[src/rtl/i2c_ivu_pkg.sv]
package i2c_ivu_pkg;
   localparam int EVT_N      = 7;
   localparam int IDX_AL     = 0;
   localparam int IDX_RX     = 3;
   localparam int IDX_TX     = 4;
   localparam int POS_RSFULL = 11;
   localparam int POS_BUSY   = 12;

   typedef enum logic [1:0] {
      SEL_STATUS = 2'd0,
      SEL_MASK   = 2'd1,
      SEL_VECTOR = 2'd2,
      SEL_NONE   = 2'd3
   } reg_sel_e;
endpackage

[src/rtl/ivu_flag_bank.sv]
module ivu_flag_bank #(
   parameter int N = 7
) (
   input  logic         clk,
   input  logic         rst_n,
   input  logic [N-1:0] set,
   input  logic [N-1:0] clr,
   output logic [N-1:0] flags
);
   // one sticky cell per event; a set beats a clear in the same cycle
   for (genvar i = 0; i < N; i++) begin : g_cell
      always_ff @(posedge clk) begin
         if (!rst_n) flags[i] <= 1'b0;
         else        flags[i] <= set[i] | (flags[i] & ~clr[i]);
      end

      assert_set_wins_R9: assert property (@(posedge clk) disable iff (!rst_n)
         set[i] |=> flags[i]);
      assert_clear_takes_R4: assert property (@(posedge clk) disable iff (!rst_n)
         (clr[i] && !set[i]) |=> !flags[i]);
   end
endmodule

[src/rtl/ivu_prio_pick.sv]
module ivu_prio_pick #(
   parameter int N      = 7,
   parameter int CODE_W = $clog2(N + 1)
) (
   input  logic [N-1:0]      req,
   output logic [CODE_W-1:0] code,
   output logic [N-1:0]      grant
);
   // scan downwards so the lowest index is written last and wins
   always_comb begin
      code  = '0;
      grant = '0;
      for (int i = N - 1; i >= 0; i--) begin
         if (req[i]) begin
            code  = CODE_W'(i + 1);
            grant = N'(1) << i;
         end
      end
   end
endmodule

[src/rtl/i2c_irq_vector_unit.sv]
module i2c_irq_vector_unit
   import i2c_ivu_pkg::*;
#(
   parameter int          REG_W    = 16,
   parameter int          NEVT     = EVT_N,
   parameter logic [15:0] W1C_BITS = 16'h002C
) (
   input  logic            clk,
   input  logic            rst_n,
   input  logic [NEVT-1:0] evt_pulse,
   input  logic            rs_full,
   input  logic            bus_busy,
   input  logic            dat_rd,
   input  logic            dat_wr,
   input  logic [1:0]      reg_sel,
   input  logic            reg_wr,
   input  logic            reg_rd,
   input  logic [REG_W-1:0] reg_wdata,
   output logic [REG_W-1:0] reg_rdata,
   output logic            irq
);
   localparam int CODE_W = $clog2(NEVT + 1);
   localparam logic [NEVT-1:0] KEEP_ON_VEC = (NEVT'(1) << IDX_RX) | (NEVT'(1) << IDX_TX);

   if (REG_W <= POS_BUSY) begin : g_bad_width
      $error("REG_W too narrow for status level bits");
   end
   if (NEVT != EVT_N) begin : g_bad_evt
      $error("event count must match the code table");
   end
   if (CODE_W > REG_W) begin : g_bad_code
      $error("vector code does not fit the register");
   end

   logic [NEVT-1:0]   flags, clr, pend, grant, mask_q;
   logic [CODE_W-1:0] vec_code;
   logic              vec_rd, st_wr, mask_wr, irq_q;
   logic [REG_W-1:0]  st_word;

   assign vec_rd  = reg_rd && (reg_sel == SEL_VECTOR);
   assign st_wr   = reg_wr && (reg_sel == SEL_STATUS);
   assign mask_wr = reg_wr && (reg_sel == SEL_MASK);

   always_comb begin
      clr = '0;
      if (st_wr)  clr |= reg_wdata[NEVT-1:0] & W1C_BITS[NEVT-1:0];
      if (vec_rd) clr |= grant & ~KEEP_ON_VEC;
      clr[IDX_RX] = clr[IDX_RX] | dat_rd;
      clr[IDX_TX] = clr[IDX_TX] | dat_wr;
   end

   ivu_flag_bank #(.N(NEVT)) u_flags (
      .clk   (clk),
      .rst_n (rst_n),
      .set   (evt_pulse),
      .clr   (clr),
      .flags (flags)
   );

   always_ff @(posedge clk) begin
      if (!rst_n)       mask_q <= '0;
      else if (mask_wr) mask_q <= reg_wdata[NEVT-1:0];
   end

   assign pend = flags & mask_q;

   ivu_prio_pick #(.N(NEVT), .CODE_W(CODE_W)) u_pick (
      .req   (pend),
      .code  (vec_code),
      .grant (grant)
   );

   always_ff @(posedge clk) begin
      if (!rst_n) irq_q <= 1'b0;
      else        irq_q <= |pend;
   end
   assign irq = irq_q;

   always_comb begin
      st_word              = '0;
      st_word[NEVT-1:0]    = flags;
      st_word[POS_RSFULL]  = rs_full;
      st_word[POS_BUSY]    = bus_busy;
      case (reg_sel)
         SEL_STATUS: reg_rdata = st_word;
         SEL_MASK:   reg_rdata = REG_W'(mask_q);
         SEL_VECTOR: reg_rdata = REG_W'(vec_code);
         default:    reg_rdata = '0;
      endcase
   end

   assert_vec_zero_R6: assert property (@(posedge clk) disable iff (!rst_n)
      (vec_code == '0) == (pend == '0));
   assert_grant_onehot_R6: assert property (@(posedge clk) disable iff (!rst_n)
      $onehot0(grant));
   assert_irq_quiet_R10: assert property (@(posedge clk) disable iff (!rst_n)
      (pend == '0) |=> !irq);
   assert_mask_hold_R5: assert property (@(posedge clk) disable iff (!rst_n)
      !mask_wr |=> $stable(mask_q));
   assert_rx_kept_R7: assert property (@(posedge clk) disable iff (!rst_n)
      (vec_rd && grant[IDX_RX] && !dat_rd && !(st_wr && reg_wdata[IDX_RX])) |=> flags[IDX_RX]);
   assert_al_cleared_R7: assert property (@(posedge clk) disable iff (!rst_n)
      (vec_rd && grant[IDX_AL] && !evt_pulse[IDX_AL]) |=> !flags[IDX_AL]);
endmodule

[config.mk]
export PLATFORM = sky130hd
export DESIGN_NAME = i2c_irq_vector_unit
export DESIGN_NICKNAME = d
export VERILOG_FILES = /design/src/rtl/i2c_ivu_pkg.sv /design/src/rtl/ivu_flag_bank.sv /design/src/rtl/ivu_prio_pick.sv /design/src/rtl/i2c_irq_vector_unit.sv
export SDC_FILE = /design/constraint.sdc
export NUM_CORES = 1
export LEC_CHECK = 0
export BUFFER_PORTS_ARGS = -buffer_cell sky130_fd_sc_hd__buf_2
export CAP_MARGIN = 20
export CORE_ASPECT_RATIO = 0.7
export CORE_MARGIN = 5
export CORE_UTILIZATION = 48
export DETAILED_ROUTE_END_ITERATION = 8
export HOLD_SLACK_MARGIN = 0.08
export PLACE_DENSITY = 0.93
export SLEW_MARGIN = 20
export SYNTH_ARGS = -nofsm -noshare
export SYNTH_HDL_FRONTEND = slang
export SYNTH_HIERARCHICAL = 1
export SYNTH_SLANG_ARGS = --single-unit
[constraint.sdc]
create_clock -name clk -period 3.7 [get_ports clk]
set_input_delay 0.74 -clock clk [delete_from_list [all_inputs] [get_ports clk]]
set_output_delay 0.74 -clock clk [all_outputs]
set_load 0.01 [all_outputs]
==> Implementation_results.wiki <==
{| class="wikitable"
! Metric !! Value
|-
| CP Launch Type || primary input
|-
| Count of cells resized by post-cts repair || 0
|-
| CTS buffer count || 3
|-
| Net count, final || 188
|-
| Worst-case register-to-register setup slack || 2.04 ns
|-
| TritonCTS Sinks || 15
|-
| Ratio of total power to cell area || about 300 mW/mm^2
|-
| Worst-case clock skew || approximately 0.0016 ns
|-
| CTS tree || built
|-
| Critical setup path kind || primary input to primary output
|-
| Master of the slowest instance on the critical path || nor2b_1
|-
| Vias || 985
|-
| Synthesized area || around 970 sq um
|-
| Sequence of cells on the critical path || buf_2, nor2b_1, nand2_1, o21ai_0, buf_2
|-
| CTS H-tree lvls || 1
|-
| Std cell rows || 13
|-
| Initial DRT Pass Iterations || 4
|-
| HPWL reported at the end of detailed placement || ~1.8 mm
|-
| Detailed-routed wire length on met2 || 1.07 mm
|-
| Slowest cell delay on critical path || ~0.64 ns
|-
| Pins Over Slew Limit || 0
|-
| Final min period || 2.77 ns
|-
| Endpoints failing hold || 0
|-
| Number of antenna violations at the first check in global routing || 0
|-
| Overall die height || approximately 48 um
|-
| Maximum VDD drop || 0.000264 V
|-
| Result of the run || finished clean
|-
| Startpoint of the worst register-to-register path || u_flags/flags[0]
|-
| ANT nets after route || 0
|-
| Core box area || 0.00189 sq mm
|-
| X dimension of the die || around 64 um
|-
| Number of antenna repair diodes || 0
|-
| Avg Cell Area, Syn || around 8 sq um
|-
| First-pass GRT wire length || ~3.9 mm
|-
| Met3 routed wirelength || 273 um
|-
| Number of cells on the worst hold path || 2
|-
| CP Capture Type || primary output
|-
| Commonest non-fill, non-tap cells in the layout || buf_2, dfxtp_1, nand2_1, nor2_1, and2_1
|-
| Leakage power total || around 0.52 nW
|-
| Period utilization || 75.0%
|-
| Required time reported for the critical path endpoint || around 3.0 ns
|-
| Remaining DRCs || 0
|-
| Layout Area Growth over Synthesis || 17.1%
|-
| CP dominant cell by count || buf_2
|-
| Register-to-Register Path Depth || 7
|-
| Cell area reported after detailed placement || 0.00111 sq mm
|-
| Vias per Instance || about 5.6
|-
| Max Used Layer || met4
|-
| Layout cell share with drive strength beyond 1 || 26.0%
|-
| Setup TNS Final || 0 ns
|-
| Worst Hold Launch || mask_q[3]
|-
| Port-buffer cells || 33
|-
| Pin count of the biggest net entering global routing || 16
|-
| Violation count after the first detailed-route iteration || 44
|-
| Slew at the pin closest to its max-slew limit || approximately 0.72 ns
|-
| Clock slew at the register clock pins of the worst setup and hold paths || 0.09 ns
|-
| Setup violations, final || 0
|-
| Number of I/O pins || 50
|-
| Average routed wire per standard cell || between 10 and 15 um
|-
| Hold Path Class || register to register
|-
| Starting density of the core || 51.6%
|-
| Final cell area excluding filler cells || roughly 0.0011 sq mm
|-
| Setup Buffers After CTS || 0
|-
| Hold buffers post-CTS || 0
|-
| Fmax || approximately 0.36 GHz
|-
| Unrepaired setup endpoints after global routing || no
|-
| Cell chosen for the clock root || clkbuf_4
|-
| Number of warnings printed during yosys synthesis || 6
|-
| Clock insertion delay at the later pin of the skew report || 0.29 ns
|-
| Cells after Synth || between 100 and 150
|-
| Total global routing overflow || 0
|-
| Number of buffers on the longest clock path || 2
|-
| Overall track demand over capacity in global routing || 16.5%
|-
| Endpoint with the worst hold slack || mask_q[3]
|-
| WHS || around 0.47 ns
|-
| Detailed-route wire length || between 2 and 2.5 mm
|-
| Via count of the first global-routing pass || between 900 and 1,000
|-
| Max-cap violation count || 0
|-
| Die footprint || a little over 0.003 sq mm
|-
| Worst path arrival time || between 2 and 2.5 ns
|-
| Destination of the worst register-to-register timing path || u_flags/flags[5]
|-
| Largest driver fanout on the critical path || 13
|-
| Leading cell type in the layout, fill and taps excluded || buf_2
|-
| Final weighted congestion in routability-driven placement || between 0.8 and 0.9
|-
| Met1 wire length || approximately 1 mm
|-
| Remaining max-slew budget at the tightest pin || ~52%
|}
-- power breakdown --
part / switching [mW] / total [mW] / internal (mW)
logic: 0.0354 / 0.0659 / 0.0305
registers: 0.00565 / 0.175 / 0.170
clock network: 0.0558 / 0.0978 / 0.0420
total: 0.0969 / 0.339 / 0.242
-- metal layers --
layer | track usage [%] | up-vias
li1 | - | 471
met1 | 19.6 | 456
met2 | 28.1 | 52
met3 | 7.51 | 6
met4 | 4.15 | 0
met5 | 0 | -
-- flip-flops by register name, indices dropped and copies added (netlist names) --
signal and flops:
irq 1, u_flags/flags 7, mask_q 7
-- worst max-delay path: cells and delay by family --
family / cells / cell delay [ns]
compound gates: 1 / 0.11
buf+inv: 2 / 0.43
simple gates: 2 / 0.75
-- area by class of cell --
class                   instances  area [sq um]
clock buffers                   4          26.3
fillers                       175           747
inverters                       2          7.51
multi-input cells             100           613
flip-flops and latches         15           300
well taps                      22          27.5
repair buffers                 33           165
-- worst max-delay path by stage --
stage	cells after the start	slack, ns	start	end
2_1_floorplan	3	1.61	reg_sel[0]	reg_rdata[3]
3_3_place_gp	5	1.0	reg_sel[0]	reg_rdata[1]
3_5_place_dp	5	0.94	reg_sel[0]	reg_rdata[2]
4_1_cts	5	0.92	reg_sel[0]	reg_rdata[2]
5_1_grt	5	0.84	reg_sel[0]	reg_rdata[2]
6_report	5	0.93	reg_sel[0]	reg_rdata[2]
-- through the flow --
| step | instances | util [%] | setup WS (ns) | power, mW |
|---|---|---|---|---|
| finish | 176 | 60.4 | 0.927 | 0.339 |
| global placement | 172 | 59.0 | 0.998 | 0.241 |
| floorplan | 129 | - | 1.61 | 0.223 |
| detailed placement | 172 | 59.0 | 0.945 | 0.245 |
| CTS | 176 | 60.4 | 0.924 | 0.342 |
| global route | 176 | 60.4 | 0.835 | 0.356 |
(Power assumes the default switching activity.)
